## src/rtl/aal5_pkg.sv

```systemverilog
package aal5_pkg;
  localparam int CELL_BYTES = 48;
  localparam int TRL_BYTES  = 8;
  localparam int TRL_START  = CELL_BYTES - TRL_BYTES;
  localparam int POS_W      = $clog2(CELL_BYTES);
  localparam int LEN_W      = 16;
  localparam logic [31:0] CRC_POLY = 32'h04C1_1DB7;
  localparam logic [31:0] CRC_GOOD = 32'hC704_DD7B;

  typedef enum logic [1:0] {TX_DATA, TX_PAD, TX_TRL} tx_state_e;

  // one byte of CRC-32, most significant data bit first
  function automatic logic [31:0] crc_step(input logic [31:0] c, input logic [7:0] d);
    logic [31:0] r;
    r = c;
    for (int i = 7; i >= 0; i--) begin
      if (r[31] ^ d[i]) r = (r << 1) ^ CRC_POLY;
      else              r = r << 1;
    end
    return r;
  endfunction
endpackage

```

## src/rtl/aal5_crc_reg.sv

```systemverilog
module aal5_crc_reg
  import aal5_pkg::*;
(
  input  logic        clk,
  input  logic        rst_n,
  input  logic        en,
  input  logic        start,
  input  logic [7:0]  data,
  output logic [31:0] crc_q
);
  logic [31:0] crc_nxt;
  assign crc_nxt = crc_step(start ? 32'hFFFF_FFFF : crc_q, data);

  always_ff @(posedge clk) begin
    if (!rst_n)  crc_q <= 32'hFFFF_FFFF;
    else if (en) crc_q <= crc_nxt;
  end
endmodule

```

## src/rtl/aal5_rx_reasm.sv

```systemverilog
module aal5_rx_reasm
  import aal5_pkg::*;
#(
  parameter int MAX_CELLS = 32
) (
  input  logic             clk,
  input  logic             rst_n,
  input  logic             in_valid,
  output logic             in_ready,
  input  logic [7:0]       in_data,
  input  logic             in_end,
  input  logic             in_clp,
  input  logic             in_ci,
  output logic             out_valid,
  input  logic             out_ready,
  output logic [7:0]       out_data,
  output logic             out_last,
  output logic             st_valid,
  output logic [7:0]       st_uu,
  output logic [7:0]       st_cpi,
  output logic [LEN_W-1:0] st_len,
  output logic             st_clp,
  output logic             st_ci,
  output logic             st_crc_err,
  output logic             st_len_err,
  output logic             st_cpi_err,
  output logic             st_abort
);
  localparam int CW = $clog2(MAX_CELLS);

  logic [POS_W-1:0] pos;
  logic [CW-1:0]    cells;
  logic             first, cur_end, clp_acc, ci_acc;
  logic [7:0]       uu_q, cpi_q;
  logic [LEN_W-1:0] len_q;
  logic [31:0]      crc_q;

  logic acc, eop_now, trl, cell_last, at_max, abort_now, finish, crc_ok, len_bad;
  logic [31:0] avail, len32;

  assign in_ready  = !out_valid || out_ready;
  assign acc       = in_valid && in_ready;
  assign eop_now   = (pos == '0) ? in_end : cur_end;
  assign trl       = eop_now && (pos >= POS_W'(TRL_START));
  assign cell_last = (pos == POS_W'(CELL_BYTES - 1));
  assign at_max    = (cells == CW'(MAX_CELLS - 1));
  assign abort_now = cell_last && !eop_now && at_max;
  assign finish    = acc && cell_last && (eop_now || at_max);
  assign crc_ok    = (crc_step(crc_q, in_data) == CRC_GOOD);

  assign avail   = ({{(32-CW){1'b0}}, cells} + 32'd1) * 32'(CELL_BYTES) - 32'(TRL_BYTES);
  assign len32   = {{(32-LEN_W){1'b0}}, len_q};
  assign len_bad = (len_q == '0) || (len32 > avail) || ((avail - len32) > 32'(CELL_BYTES - 1));

  aal5_crc_reg u_crc (
    .clk   (clk),
    .rst_n (rst_n),
    .en    (acc),
    .start (first),
    .data  (in_data),
    .crc_q (crc_q)
  );

  always_ff @(posedge clk) begin
    if (!rst_n) begin
      pos <= '0; cells <= '0; first <= 1'b1; cur_end <= 1'b0;
      clp_acc <= 1'b0; ci_acc <= 1'b0;
      uu_q <= '0; cpi_q <= '0; len_q <= '0;
    end else if (acc) begin
      pos   <= cell_last ? '0 : pos + 1'b1;
      first <= finish;
      if (pos == '0) begin
        cur_end <= in_end;
        clp_acc <= (first ? 1'b0 : clp_acc) | in_clp;
        ci_acc  <= (first ? 1'b0 : ci_acc)  | in_ci;
      end
      if (finish)         cells <= '0;
      else if (cell_last) cells <= cells + 1'b1;
      if (eop_now) begin
        if (pos == POS_W'(TRL_START))     uu_q  <= in_data;
        if (pos == POS_W'(TRL_START + 1)) cpi_q <= in_data;
        if (pos == POS_W'(TRL_START + 2) || pos == POS_W'(TRL_START + 3))
          len_q <= {len_q[7:0], in_data};
      end
    end
  end

  always_ff @(posedge clk) begin
    if (!rst_n) begin
      out_valid <= 1'b0; out_data <= '0; out_last <= 1'b0;
    end else if (acc && !trl) begin
      out_valid <= 1'b1;
      out_data  <= in_data;
      out_last  <= (eop_now && pos == POS_W'(TRL_START - 1)) || abort_now;
    end else if (out_ready) begin
      out_valid <= 1'b0;
    end
  end

  always_ff @(posedge clk) begin
    if (!rst_n) begin
      st_valid <= 1'b0; st_uu <= '0; st_cpi <= '0; st_len <= '0;
      st_clp <= 1'b0; st_ci <= 1'b0; st_crc_err <= 1'b0;
      st_len_err <= 1'b0; st_cpi_err <= 1'b0; st_abort <= 1'b0;
    end else begin
      st_valid <= finish;
      if (finish) begin
        st_uu      <= abort_now ? '0 : uu_q;
        st_cpi     <= abort_now ? '0 : cpi_q;
        st_len     <= abort_now ? '0 : len_q;
        st_clp     <= clp_acc;
        st_ci      <= ci_acc;
        st_crc_err <= !abort_now && !crc_ok;
        st_len_err <= !abort_now && len_bad;
        st_cpi_err <= !abort_now && (cpi_q != '0);
        st_abort   <= abort_now;
      end
    end
  end
endmodule

```

## src/rtl/aal5_tx_frame.sv

```systemverilog
module aal5_tx_frame
  import aal5_pkg::*;
(
  input  logic       clk,
  input  logic       rst_n,
  input  logic       in_valid,
  output logic       in_ready,
  input  logic [7:0] in_data,
  input  logic       in_last,
  input  logic [7:0] in_uu,
  output logic       out_valid,
  input  logic       out_ready,
  output logic [7:0] out_data,
  output logic       out_cell_end,
  output logic       out_pdu_end
);
  tx_state_e        st;
  logic [POS_W-1:0] pos;
  logic             first;
  logic [LEN_W-1:0] len_q;
  logic [7:0]       uu_q, nbyte;
  logic [31:0]      crc_q, crc_inv;
  logic [2:0]       tidx;
  logic             load_ok, step, cell_last, crc_en;

  assign load_ok   = !out_valid || out_ready;
  assign in_ready  = (st == TX_DATA) && load_ok;
  assign step      = (st == TX_DATA) ? (in_valid && load_ok) : load_ok;
  assign cell_last = (pos == POS_W'(CELL_BYTES - 1));
  assign tidx      = 3'(pos - POS_W'(TRL_START));
  assign crc_inv   = ~crc_q;
  assign crc_en    = step && !(st == TX_TRL && tidx[2]);

  always_comb begin
    nbyte = 8'h00;
    case (st)
      TX_DATA: nbyte = in_data;
      TX_PAD:  nbyte = 8'h00;
      default: begin
        case (tidx)
          3'd0: nbyte = uu_q;
          3'd1: nbyte = 8'h00;
          3'd2: nbyte = len_q[15:8];
          3'd3: nbyte = len_q[7:0];
          3'd4: nbyte = crc_inv[31:24];
          3'd5: nbyte = crc_inv[23:16];
          3'd6: nbyte = crc_inv[15:8];
          default: nbyte = crc_inv[7:0];
        endcase
      end
    endcase
  end

  aal5_crc_reg u_crc (
    .clk   (clk),
    .rst_n (rst_n),
    .en    (crc_en),
    .start (first),
    .data  (nbyte),
    .crc_q (crc_q)
  );

  always_ff @(posedge clk) begin
    if (!rst_n) begin
      st <= TX_DATA; pos <= '0; first <= 1'b1; len_q <= '0; uu_q <= '0;
    end else if (step) begin
      pos <= cell_last ? '0 : pos + 1'b1;
      case (st)
        TX_DATA: begin
          first <= 1'b0;
          len_q <= first ? LEN_W'(1) : len_q + 1'b1;
          if (in_last) begin
            uu_q <= in_uu;
            st   <= (pos == POS_W'(TRL_START - 1)) ? TX_TRL : TX_PAD;
          end
        end
        TX_PAD: if (pos == POS_W'(TRL_START - 1)) st <= TX_TRL;
        default: if (cell_last) begin
          st    <= TX_DATA;
          first <= 1'b1;
        end
      endcase
    end
  end

  always_ff @(posedge clk) begin
    if (!rst_n) begin
      out_valid <= 1'b0; out_data <= '0; out_cell_end <= 1'b0; out_pdu_end <= 1'b0;
    end else if (step) begin
      out_valid    <= 1'b1;
      out_data     <= nbyte;
      out_cell_end <= cell_last;
      out_pdu_end  <= (st == TX_TRL) && cell_last;
    end else if (out_ready) begin
      out_valid <= 1'b0;
    end
  end
endmodule

```

## src/rtl/aal5_cpcs.sv

```systemverilog
module aal5_cpcs
  import aal5_pkg::*;
#(
  parameter int MAX_CELLS = 32
) (
  input  logic        clk,
  input  logic        rst_n,
  input  logic        rx_valid,
  output logic        rx_ready,
  input  logic [7:0]  rx_data,
  input  logic        rx_pdu_end,
  input  logic        rx_clp,
  input  logic        rx_ci,
  output logic        rxo_valid,
  input  logic        rxo_ready,
  output logic [7:0]  rxo_data,
  output logic        rxo_last,
  output logic        st_valid,
  output logic [7:0]  st_uu,
  output logic [7:0]  st_cpi,
  output logic [15:0] st_len,
  output logic        st_clp,
  output logic        st_ci,
  output logic        st_crc_err,
  output logic        st_len_err,
  output logic        st_cpi_err,
  output logic        st_abort,
  input  logic        tx_valid,
  output logic        tx_ready,
  input  logic [7:0]  tx_data,
  input  logic        tx_last,
  input  logic [7:0]  tx_uu,
  output logic        txo_valid,
  input  logic        txo_ready,
  output logic [7:0]  txo_data,
  output logic        txo_cell_end,
  output logic        txo_pdu_end
);
  aal5_rx_reasm #(.MAX_CELLS(MAX_CELLS)) u_rx (
    .clk        (clk),
    .rst_n      (rst_n),
    .in_valid   (rx_valid),
    .in_ready   (rx_ready),
    .in_data    (rx_data),
    .in_end     (rx_pdu_end),
    .in_clp     (rx_clp),
    .in_ci      (rx_ci),
    .out_valid  (rxo_valid),
    .out_ready  (rxo_ready),
    .out_data   (rxo_data),
    .out_last   (rxo_last),
    .st_valid   (st_valid),
    .st_uu      (st_uu),
    .st_cpi     (st_cpi),
    .st_len     (st_len),
    .st_clp     (st_clp),
    .st_ci      (st_ci),
    .st_crc_err (st_crc_err),
    .st_len_err (st_len_err),
    .st_cpi_err (st_cpi_err),
    .st_abort   (st_abort)
  );

  aal5_tx_frame u_tx (
    .clk          (clk),
    .rst_n        (rst_n),
    .in_valid     (tx_valid),
    .in_ready     (tx_ready),
    .in_data      (tx_data),
    .in_last      (tx_last),
    .in_uu        (tx_uu),
    .out_valid    (txo_valid),
    .out_ready    (txo_ready),
    .out_data     (txo_data),
    .out_cell_end (txo_cell_end),
    .out_pdu_end  (txo_pdu_end)
  );
endmodule

```

## config.mk

```make
export PLATFORM = sky130hd
export DESIGN_NAME = aal5_cpcs
export DESIGN_NICKNAME = d
export VERILOG_FILES = /design/src/rtl/aal5_pkg.sv /design/src/rtl/aal5_crc_reg.sv /design/src/rtl/aal5_rx_reasm.sv /design/src/rtl/aal5_tx_frame.sv /design/src/rtl/aal5_cpcs.sv
export SDC_FILE = /design/constraint.sdc
export NUM_CORES = 1
export LEC_CHECK = 0
export BUFFER_PORTS_ARGS = -buffer_cell sky130_fd_sc_hd__buf_2
export CAP_MARGIN = 20
export CORE_ASPECT_RATIO = 1.2
export CORE_MARGIN = 1.5
export CORE_UTILIZATION = 30
export DETAILED_ROUTE_END_ITERATION = 8
export PLACE_DENSITY = 0.43
export RECOVER_POWER = 25
export SYNTH_ARGS = -nofsm -noshare
export SYNTH_HDL_FRONTEND = slang
export SYNTH_SLANG_ARGS = --single-unit
```

## constraint.sdc

```tcl
create_clock -name clk -period 4.7 [get_ports clk]
set_input_delay 0.705 -clock clk [delete_from_list [all_inputs] [get_ports clk]]
set_output_delay 0.705 -clock clk [all_outputs]
set_load 0.05 [all_outputs]
```

==> reports/qor.yml, run 1 <==
route:
  drt_iter0_drc: 484
  detail-route-antenna-nets: 0
  wl_per_cell_um: 17.8
  drc: 0
  firstDrtPassIters: 5
  vias: 9289
  post_drt_via_cell_ratio: 4.90
  routed_wl_um: 33700
sta:
  setup_viol: 0
  layout_worst_path_cycle_share: 0.905
  hold_violations: 0
  skew_ns: 0.0217
  slew_viol_final: 97
  tns_ns: 0
  worst_pin_slew_ns: 2.27
  finalCriticalPeriod_ns: 4.25
  timing.fmax_ghz: 0.235
  max-slew-margin-rel: -0.516
  rsz0062_at_grt: "no"
floorplan:
  rows: 78
  initial_core_util: 0.304
  die_h_um: 217
  core_sq_mm: 0.0378
  ios: 96
  die_area_sq_mm: 0.0395
  die_w_um: 182
clocking:
  clock-root-buffer: "clkbuf_16"
  clkSlewWorstSetupHoldPaths_ns: 0.06
  clockBufferDepth: 3
  numCtsBuffers: 25
  clock_sinks: 204
  clock_latency_ns: 0.55
  cts_max_level: 1
  cts_hold_buf: 0
  cts_tree: "done"
layout:
  final_nets: 1461
  area_growth_pct: 15.1
  fill_cells: 3961
  post_route_cells_drive_above_1_share: 0.101
  final_util: 0.350
  final_cell_count_no_fill: 1894
yosys:
  netlist_instances: 1334
  netlist_area_sq_mm: 0.0115
  yosysWarnings: 0
  ys_types: 71
  ys_ff_latch: 204
  synth.net_count: 1400
  syn_avg_cell_area_sq_um: 8.61
  synth_edf_count: 0
  seq_area_frac_synth: 0.356
  synthArstFlopShare: 0
  synth-main-ff-cell: "dfxtp_1"
setup_path:
  cp_max_fo: 8
  arrival_ns: 4.65
  critPathKind: "reg2reg"
  worst_setup_path_start_kind: "register"
  required_ns: 5.10
  rrSetupSlack_ns: 0.45
  end_kind: "register"
placed_design:
  place_inst: 1848
  dp_hpwl_um: 23700
  io_buffers: 95
  gp_congestion: 0.802
outcome:
  violations: "capacitance limit, slew limit"
  status: "finished, violations left"
grt:
  grt_pass1_wl_um: 53700
  antenna_found_initial: 2
  groute.usage.overall: 0.172
  grt-ovfl-total: 0
  grt_max_degree: 57
  grt_pass1_vias: 9235
power_and_ir_drop:
  powerDensity_mw_per_mm2: 430
  p_leak_nw: 5.07
  ir_drop_v: 0.000299
run:
  cap_violations: 2
worst_hold_path:
  hp-class: "in2reg"
-- metal layers --
layer,vias to the layer above,GRT usage,share of wire
met5,-,0,0.00021
met4,2,0.0472,0.021
met3,39,0.0283,0.043
met2,187,0.299,0.48
met1,4385,0.219,0.45
li1,4676,-,-
-- power breakdown --
group	total [mW]	internal, mW	switching [mW]
clock	1.99	1.19	0.800
sequential	2.02	1.87	0.150
combinational	1.68	0.771	0.905
-- worst max-delay path: stages, from the launching register on --
cell and delay [ns]:
dfxtp_2 0.36, ha_1 0.30, and3_1 0.21, ha_1 0.37
ha_1 0.36, a31o_2 0.21, a31oi_1 0.16, xor2_1 0.23
nand2_1 0.16, nor2_1 0.12, ha_1 0.23, inv_1 0.06
ha_1 0.27, nand3_1 0.11, nand2_1 0.06, a41oi_1 0.26
a21boi_0 0.17, o41ai_1 0.34, a31oi_1 0.13
-- synth_stat cells (all sizes together) (31+ instances only) --
master  number  share of area
ha          31          0.034
nor2       171          0.056
xor2        74          0.059
inv         37          0.012
xnor2      163           0.13
a22o        33          0.025
o211ai      57          0.037
mux2i       46          0.040
dfxtp      204           0.36
nand2      134          0.044
a21oi       52          0.023
clkbuf      71          0.023
-- state kept, by name (all words and copies together) (netlist names), 16 cells and up --
signal            flops
u_rx.u_crc.crc_q     32
u_tx.len_q           16
u_rx.len_q           16
u_rx.st_len          16
u_tx.u_crc.crc_q     32
-- layout by cell type (no fill, tap or decap), types with 5 or more instances in the layout --
cell type / n
nor2_1: 171
nand3b_1: 5
a22o_1: 33
clkbuf_1: 49
buf_2: 51
clkbuf_16: 25
nand2b_1: 13
mux2i_1: 46
xnor2_1: 153
buf_4: 21
nand2_1: 133
a31oi_1: 9
o211ai_1: 57
nand4_1: 7
xnor2_2: 6
and2_1: 8
clkinv_2: 8
ha_1: 31
nor4_1: 7
nor2b_1: 12
nor3_1: 14
a21oi_1: 52
inv_1: 37
nand3_1: 30
a221oi_1: 7
and3_1: 16
a21boi_0: 5
o22ai_1: 6
clkbuf_8: 7
or3_1: 6
dfxtp_1: 203
xor2_1: 70
o21ai_0: 25
-- cell type report --
class | instances | area, sq um | share of cell area
inverters | 37 | 139 | 0.0105
clock buffers | 34 | 729 | 0.0552
multi-input cells | 1008 | 6970 | 0.527
well taps | 480 | 601 | 0.0454
repair buffers | 119 | 589 | 0.0446
flip-flops and latches | 204 | 4090 | 0.309
diodes | 1 | 2.50 | 0.000189
clock inverters | 11 | 109 | 0.00823
-- path summary, 6_finish.rpt --
check | endpoint | start | cells after the start
worst max-delay path | u_rx.st_len_err | u_rx.cells[0] | 18
worst max register to register | u_rx.st_len_err | u_rx.cells[0] | 18
worst min-delay path | u_rx.ci_acc | rx_ci | 3
worst min register to register | u_rx.st_crc_err | u_rx.st_crc_err | 2
-- kinds of logic after synthesis --
group	count (synthesis)	synth area share
compound gates	239	0.148
xor+xnor	241	0.201
fa+ha+maj	32	0.0355
buf+inv	122	0.0409
flops	204	0.356
mux	46	0.0401
simple gates	450	0.179
-- per-stage QoR --
step	hold WS, ns	power [mW]	area [sq um]	setup WS, ns
global route	0.419	6.02	13200	0.0919
floorplan	0.431	3.38	11500	0.851
detailed placement	0.449	3.76	12400	0.210
finish	0.424	5.69	13200	0.448
global placement	0.443	3.76	12400	0.463
CTS	0.392	5.79	13300	0.168
-- timing repair --
| action | 4_1_cts | 5_1_grt |
|---|---|---|
| endpoints found under the setup margin | 0 | 1 |
| gates resized for setup | 0 | 5 |
| setup buffers | 0 | 0 |
| endpoints found under the hold margin | 0 | 0 |
Power figures use the tool's default switching activity.
==> inputs of run 2 (changes only) <==
--- a/config.mk
+++ b/config.mk
@@ -6,4 +6,5 @@
 export NUM_CORES = 1
 export LEC_CHECK = 0
+export ABC_AREA = 1
 export BUFFER_PORTS_ARGS = -buffer_cell sky130_fd_sc_hd__buf_2
 export CAP_MARGIN = 20
==> constraint.sdc (replaced) <==
create_clock -name clk -period 4.7 [get_ports clk]
set_input_delay 0.705 -clock clk [delete_from_list [all_inputs] [get_ports clk]]
set_output_delay 0.705 -clock clk [all_outputs]
set_load 0.005 [all_outputs]
==> reports/qor.yml, run 2 <==
outcome:
  status: "finished, violations left"
  violations: "capacitance limit, slew limit"
run:
  cap_violations: 1
clocking:
  cts_max_level: 1
  numCtsBuffers: 26
  clock_latency_ns: 0.56
  post_cts_buffers: 0
  clock_sinks: 204
  cts_tree: "done"
  clock-root-buffer: "clkbuf_16"
  cts_resized: 0
  cts_hold_buf: 0
  clockBufferDepth: 3
  clkSlewWorstSetupHoldPaths_ns: 0.06
floorplan:
  initial_core_util: 0.305
  ios: 96
  die_h_um: 224
  core_sq_mm: 0.0399
  rows: 80
  die_area_sq_mm: 0.0419
  die_w_um: 187
sta:
  skew_ns: 0.0231
  max-slew-margin-rel: -0.235
  slew_viol_final: 41
  finalCriticalPeriod_ns: 4.21
  rsz0062_at_grt: "no"
  layout_worst_path_cycle_share: 0.897
  tns_ns: 0
  hold_violations: 0
  timing.fmax_ghz: 0.237
  setup_viol: 0
  worst_pin_slew_ns: 1.85
worst_hold_path:
  hp-class: "in2reg"
setup_path:
  slowest_delay_ns: 0.46
  critPathLaunch: "u_rx.cells[0]"
  worst_setup_path_start_kind: "register"
  regToRegStartpoint: "u_rx.cells[0]"
  rrSetupSlack_ns: 0.49
  critPathTopFamily: "simple AND/OR/NAND/NOR gates"
  reg2reg_depth: 22
  end_kind: "register"
  critPathKind: "reg2reg"
  cp_common_cell: "nand3_1"
  cp_max_fo: 8
  crit_buf_inv: 2
  crit_cells: 22
  critPathCapture: "u_rx.st_len_err"
  worst_r2r_endpoint: "u_rx.st_len_err"
  arrival_ns: 4.67
  cpMaxStageDelayCell: "fa_1"
  path_cells: "ha_1 > xor2_1 > inv_1 > fa_1 > or2_2 > nand2_1 > inv_1 > nor2_1 > nand3_1 > nor2_1 > xnor2_1 > ha_1 > a21oi_1 > a21boi_0 > nand3_1 > a21boi_0 > xor2_1 > nand3_1 > nor2_1 > nand3_1 > nand2_1 > nand2_1"
  required_ns: 5.16
yosys:
  netlist_instances: 1812
  ys_ff_latch: 204
  synth_edf_count: 0
  synth-main-ff-cell: "dfxtp_1"
  synth.net_count: 1878
  netlist_area_sq_mm: 0.0122
  syn_avg_cell_area_sq_um: 6.73
  yosys.area.top_type: "dfxtp_1"
  synth_commonest_cells: "nand2_1 (408), inv_1 (220), dfxtp_1 (204)"
  ys_types: 59
  synth_top_area_frac: 0.335
  synth_most_common_cell: "nand2_1"
  synthArstFlopShare: 0
  yosysWarnings: 0
  synth.area.top_cells: "dfxtp_1 (34%), nand2_1 (13%), o21ai_0 (7.2%)"
  seq_area_frac_synth: 0.335
layout:
  reg_top3: "u_rx.u_crc.crc_q x32, u_tx.u_crc.crc_q x32"
  layout_common_cells: "nand2_1 (408), inv_1 (220), dfxtp_1 (203)"
  seq_area_sq_mm: 0.00409
  fill_cells: 4406
  area_growth_pct: 15.5
  post_route_cells_drive_above_1_share: 0.0941
  diodes: 0
  multi_input_comb_area_sq_mm: 0.00700
  final_nets: 1959
  final_util: 0.352
  layout.cells.most_common: "nand2_1"
power_and_ir_drop:
  p_leak_nw: 6.33
  ir_drop_v: 0.000226
  powerDensity_mw_per_mm2: 415
placed_design:
  dp_hpwl_um: 28500
  gp_congestion: 0.863
  io_buffers: 95
grt:
  grt_max_degree: 73
  grt_pass1_vias: 11200
  grt_pass1_wl_um: 61400
  antenna_found_initial: 0
  grt-ovfl-total: 0
  groute.usage.overall: 0.184
route:
  drc: 0
  firstDrtPassIters: 5
  routed_wl_um: 38200
  wl_per_cell_um: 15.6
  drt_iter0_drc: 629
  vias: 11600
  post_drt_via_cell_ratio: 4.73
  detail-route-antenna-nets: 0
run 2: cell types whose count changed after synthesis, moves of 16 or more:
cell and delta:
nand3_1 +54, nand2_1 +274, o211ai_1 -47, clkbuf_1 -26, a21oi_1 +112, o21ai_0 +151
a22o_1 -33, inv_1 +183, nor3_1 +16, xnor2_1 -133, nor2_1 +17, mux2i_1 -46
and3_1 -16
run 2: area by class of cell:
class / instances / area share
Tap cell: 533 / 0.0474
Clock inverter: 15 / 0.0146
Inverter: 231 / 0.0616
Sequential cell: 204 / 0.290
Timing Repair Buffer: 111 / 0.0390
Clock buffer: 33 / 0.0495
Multi-Input combinational cell: 1319 / 0.498
run 2: tightest hold or removal path: stages:
cell and delay [ns]:
buf_2 0.09, nor2_1 0.04, nor2_1 0.09
run 2: layer usage:
layer	up-vias	track usage	wire length (um)	part of all wire
li1	6024	-	-	-
met1	5302	0.232	17600	0.46
met2	197	0.326	18400	0.48
met3	55	0.0224	1240	0.033
met4	0	0.0531	914	0.024
met5	-	0	0	0
run 2: worst min-delay path by stage:
stage,startpoint,to,cells past startpoint
after floorplan,u_rx.ci_acc,u_rx.st_ci,2
after global placement,u_rx.st_len[4],u_rx.st_len[4],2
after detailed placement,u_rx.st_cpi_err,u_rx.st_cpi_err,2
after CTS,tx_uu[7],u_tx.uu_q[7],3
after global routing,tx_uu[7],u_tx.uu_q[7],3
final,tx_uu[7],u_tx.uu_q[7],3
run 2: logic make-up (layout without fill, tap and decap cells):
kind of cell             Yosys count  in the layout  share of synthesized area
AO/OA/AOI/OAI                    396            396                      0.176
XOR/XNOR                         112            112                     0.0913
adder cells (fa/ha/maj)           32             32                     0.0335
buffers and inverters            289            390                     0.0906
flip-flops                       204            204                      0.335
AND/OR/NAND/NOR                  779            779                      0.274
run 2: stage by stage:
stage | power [mW] | worst slack [ns] | instance area (sq um) | instances | hold WS, ns
floorplan | 3.26 | 0.608 | 12200 | 1812 | 0.420
global placement | 3.77 | 0.401 | 13200 | 2398 | 0.434
detailed placement | 3.77 | 0.349 | 13200 | 2398 | 0.438
CTS | 5.93 | 0.330 | 14100 | 2446 | 0.373
global route | 6.23 | 0.0847 | 14100 | 2446 | 0.382
finish | 5.85 | 0.485 | 14100 | 2446 | 0.399
run 2: power breakdown:
group          internal, mW  leakage [nW]  switching [mW]
registers              1.88          1.67           0.141
logic                 0.558          4.23            1.15
clock network          1.28         0.433           0.838
==> inputs of run 3 (changes only) <==
CORE_MARGIN = 2   (was 1.5)
==> reports/qor.yml, run 3 (synthesized netlist as in run 2, its figures left out) <==
layout:
  post_route_cells_drive_above_1_share: 0.0925
  area_growth_pct: 15.7
  layout.cells.most_common: "nand2_1"
  final_cell_count_no_fill: 2446
  reg_top3: "u_rx.u_crc.crc_q x32, u_tx.u_crc.crc_q x32"
  diodes: 0
  final_nets: 1960
  layout_common_cells: "nand2_1 (408), inv_1 (220), dfxtp_1 (204)"
clocking:
  clock-root-buffer: "clkbuf_16"
  clkSlewWorstSetupHoldPaths_ns: 0.06
  cts_tree: "done"
  clock_latency_ns: 0.55
  cts_max_level: 1
  numCtsBuffers: 26
  cts_hold_buf: 0
  clock_sinks: 204
  clockBufferDepth: 3
grt:
  grt_pass1_vias: 11300
  grt_max_degree: 73
  grt-ovfl-total: 0
  groute.usage.overall: 0.183
  grt_pass1_wl_um: 61500
  antenna_found_initial: 0
setup_path:
  path_cells: "ha_1 > xor2_1 > inv_1 > fa_1 > or2_2 > nand2_1 > inv_1 > nor2_1 > nand3_1 > nor2_1 > xnor2_1 > ha_1 > a21oi_1 > a21boi_0 > nand3_1 > a21boi_1 > xor2_1 > nand3_1 > nor2_1 > nand3_1 > nand2_1 > nand2_1"
  rrSetupSlack_ns: 0.45
  cpMaxStageDelayCell: "dfxtp_1"
  required_ns: 5.14
  cp_common_cell: "nand3_1"
  reg2reg_depth: 22
  critPathKind: "reg2reg"
  worst_setup_path_start_kind: "register"
  cp_max_fo: 8
  slowest_delay_ns: 0.49
  arrival_ns: 4.69
  end_kind: "register"
floorplan:
  die_area_sq_mm: 0.0423
  rows: 80
  die_h_um: 225
  initial_core_util: 0.305
  core_sq_mm: 0.0399
  ios: 96
  die_w_um: 188
power_and_ir_drop:
  clkPwrFrac: 0.368
  combPwrFrac: 0.291
  p_sw_mw: 2.13
  total_power_mw: 5.90
  p_leak_nw: 6.33
  ir_drop_v: 0.000279
  power.share.sequential: 0.341
  netSwitchingFraction: 0.360
  p_int_mw: 3.78
  powerDensity_mw_per_mm2: 419
sta:
  hold_violations: 0
  tns_ns: 0
  rsz0062_at_grt: "no"
  timing.fmax_ghz: 0.235
  layout_worst_path_cycle_share: 0.904
  setup_viol: 0
  skew_ns: 0.0112
  finalCriticalPeriod_ns: 4.25
  worst_pin_slew_ns: 1.91
  slew_viol_final: 41
  max-slew-margin-rel: -0.276
placed_design:
  dp_hpwl_um: 28800
  gp_congestion: 0.828
  place_inst: 2399
  io_buffers: 95
route:
  drt_iter0_drc: 524
  drc: 0
  firstDrtPassIters: 5
  routed_wl_um: 38700
  wl_per_cell_um: 15.8
  vias: 11600
  detail-route-antenna-nets: 0
  post_drt_via_cell_ratio: 4.72
outcome:
  status: "finished, violations left"
  violations: "capacitance limit, slew limit"
worst_hold_path:
  hp-class: "in2reg"
  holdPathStages: 3
run:
  cap_violations: 1
[run 3: final cells by class]
cell class / instances / area [sq um]
fill: 4429 / 25800
multi-input combinational: 1319 / 7000
sequential: 204 / 4080
inverter: 231 / 867
clock buffer: 31 / 699
tap: 533 / 667
timing repair buffer: 112 / 549
clock inverter: 16 / 234
[run 3: worst paths after layout]
path                                   endpoint           from
worst min-delay path               u_tx.uu_q[7]       tx_uu[7]
worst max-delay path            u_rx.st_len_err  u_rx.cells[0]
worst min register to register     u_rx.uu_q[1]   u_rx.uu_q[1]
worst max register to register  u_rx.st_len_err  u_rx.cells[0]
[run 3: what timing repair did]
action | in CTS | in global routing
endpoints found under the setup margin | 0 | 1
endpoints found under the hold margin | 0 | 0
gates resized for setup | 0 | 1
setup buffers | 0 | 0
[run 3: through the flow]
| stage | hold WS, ns | worst slack [ns] | area, sq um | utilization |
|---|---|---|---|---|
| after detailed placement | 0.439 | 0.358 | 13200 | 0.331 |
| final | 0.399 | 0.451 | 14100 | 0.353 |
| after global routing | 0.387 | 0.0298 | 14100 | 0.353 |
| after CTS | 0.376 | 0.330 | 14200 | 0.354 |
| after global placement | 0.436 | 0.409 | 13200 | 0.331 |
| after floorplan | 0.420 | 0.608 | 12200 | - |
[run 3: layer usage]
metal / vias to the layer above / share of wire / global-route usage
met4: 0 / 0.030 / 0.0620
li1: 6023 / - / -
met5: - / 0 / 0
met1: 5258 / 0.45 / 0.224
met2: 213 / 0.48 / 0.333
met3: 59 / 0.032 / 0.0197
[run 3: power groups by stage]
stage / Sequential, mW / Clock (mW) / Combinational, mW
after global placement: 2.05 / 0 / 1.72
final: 2.01 / 2.17 / 1.72
after detailed placement: 2.05 / 0 / 1.73
after global routing: 2.03 / 2.31 / 1.96
after CTS: 2.01 / 2.24 / 1.74
after floorplan: 2.00 / 0 / 1.26
[run 3: critical path: cells and delay by family, from the launching register on]
family / cells / cell delay (ns)
flops: 1 / 0.49
fa+ha+maj: 3 / 1.01
buf+inv: 2 / 0.16
compound gates: 3 / 0.62
simple gates: 11 / 1.35
xor+xnor: 3 / 0.50
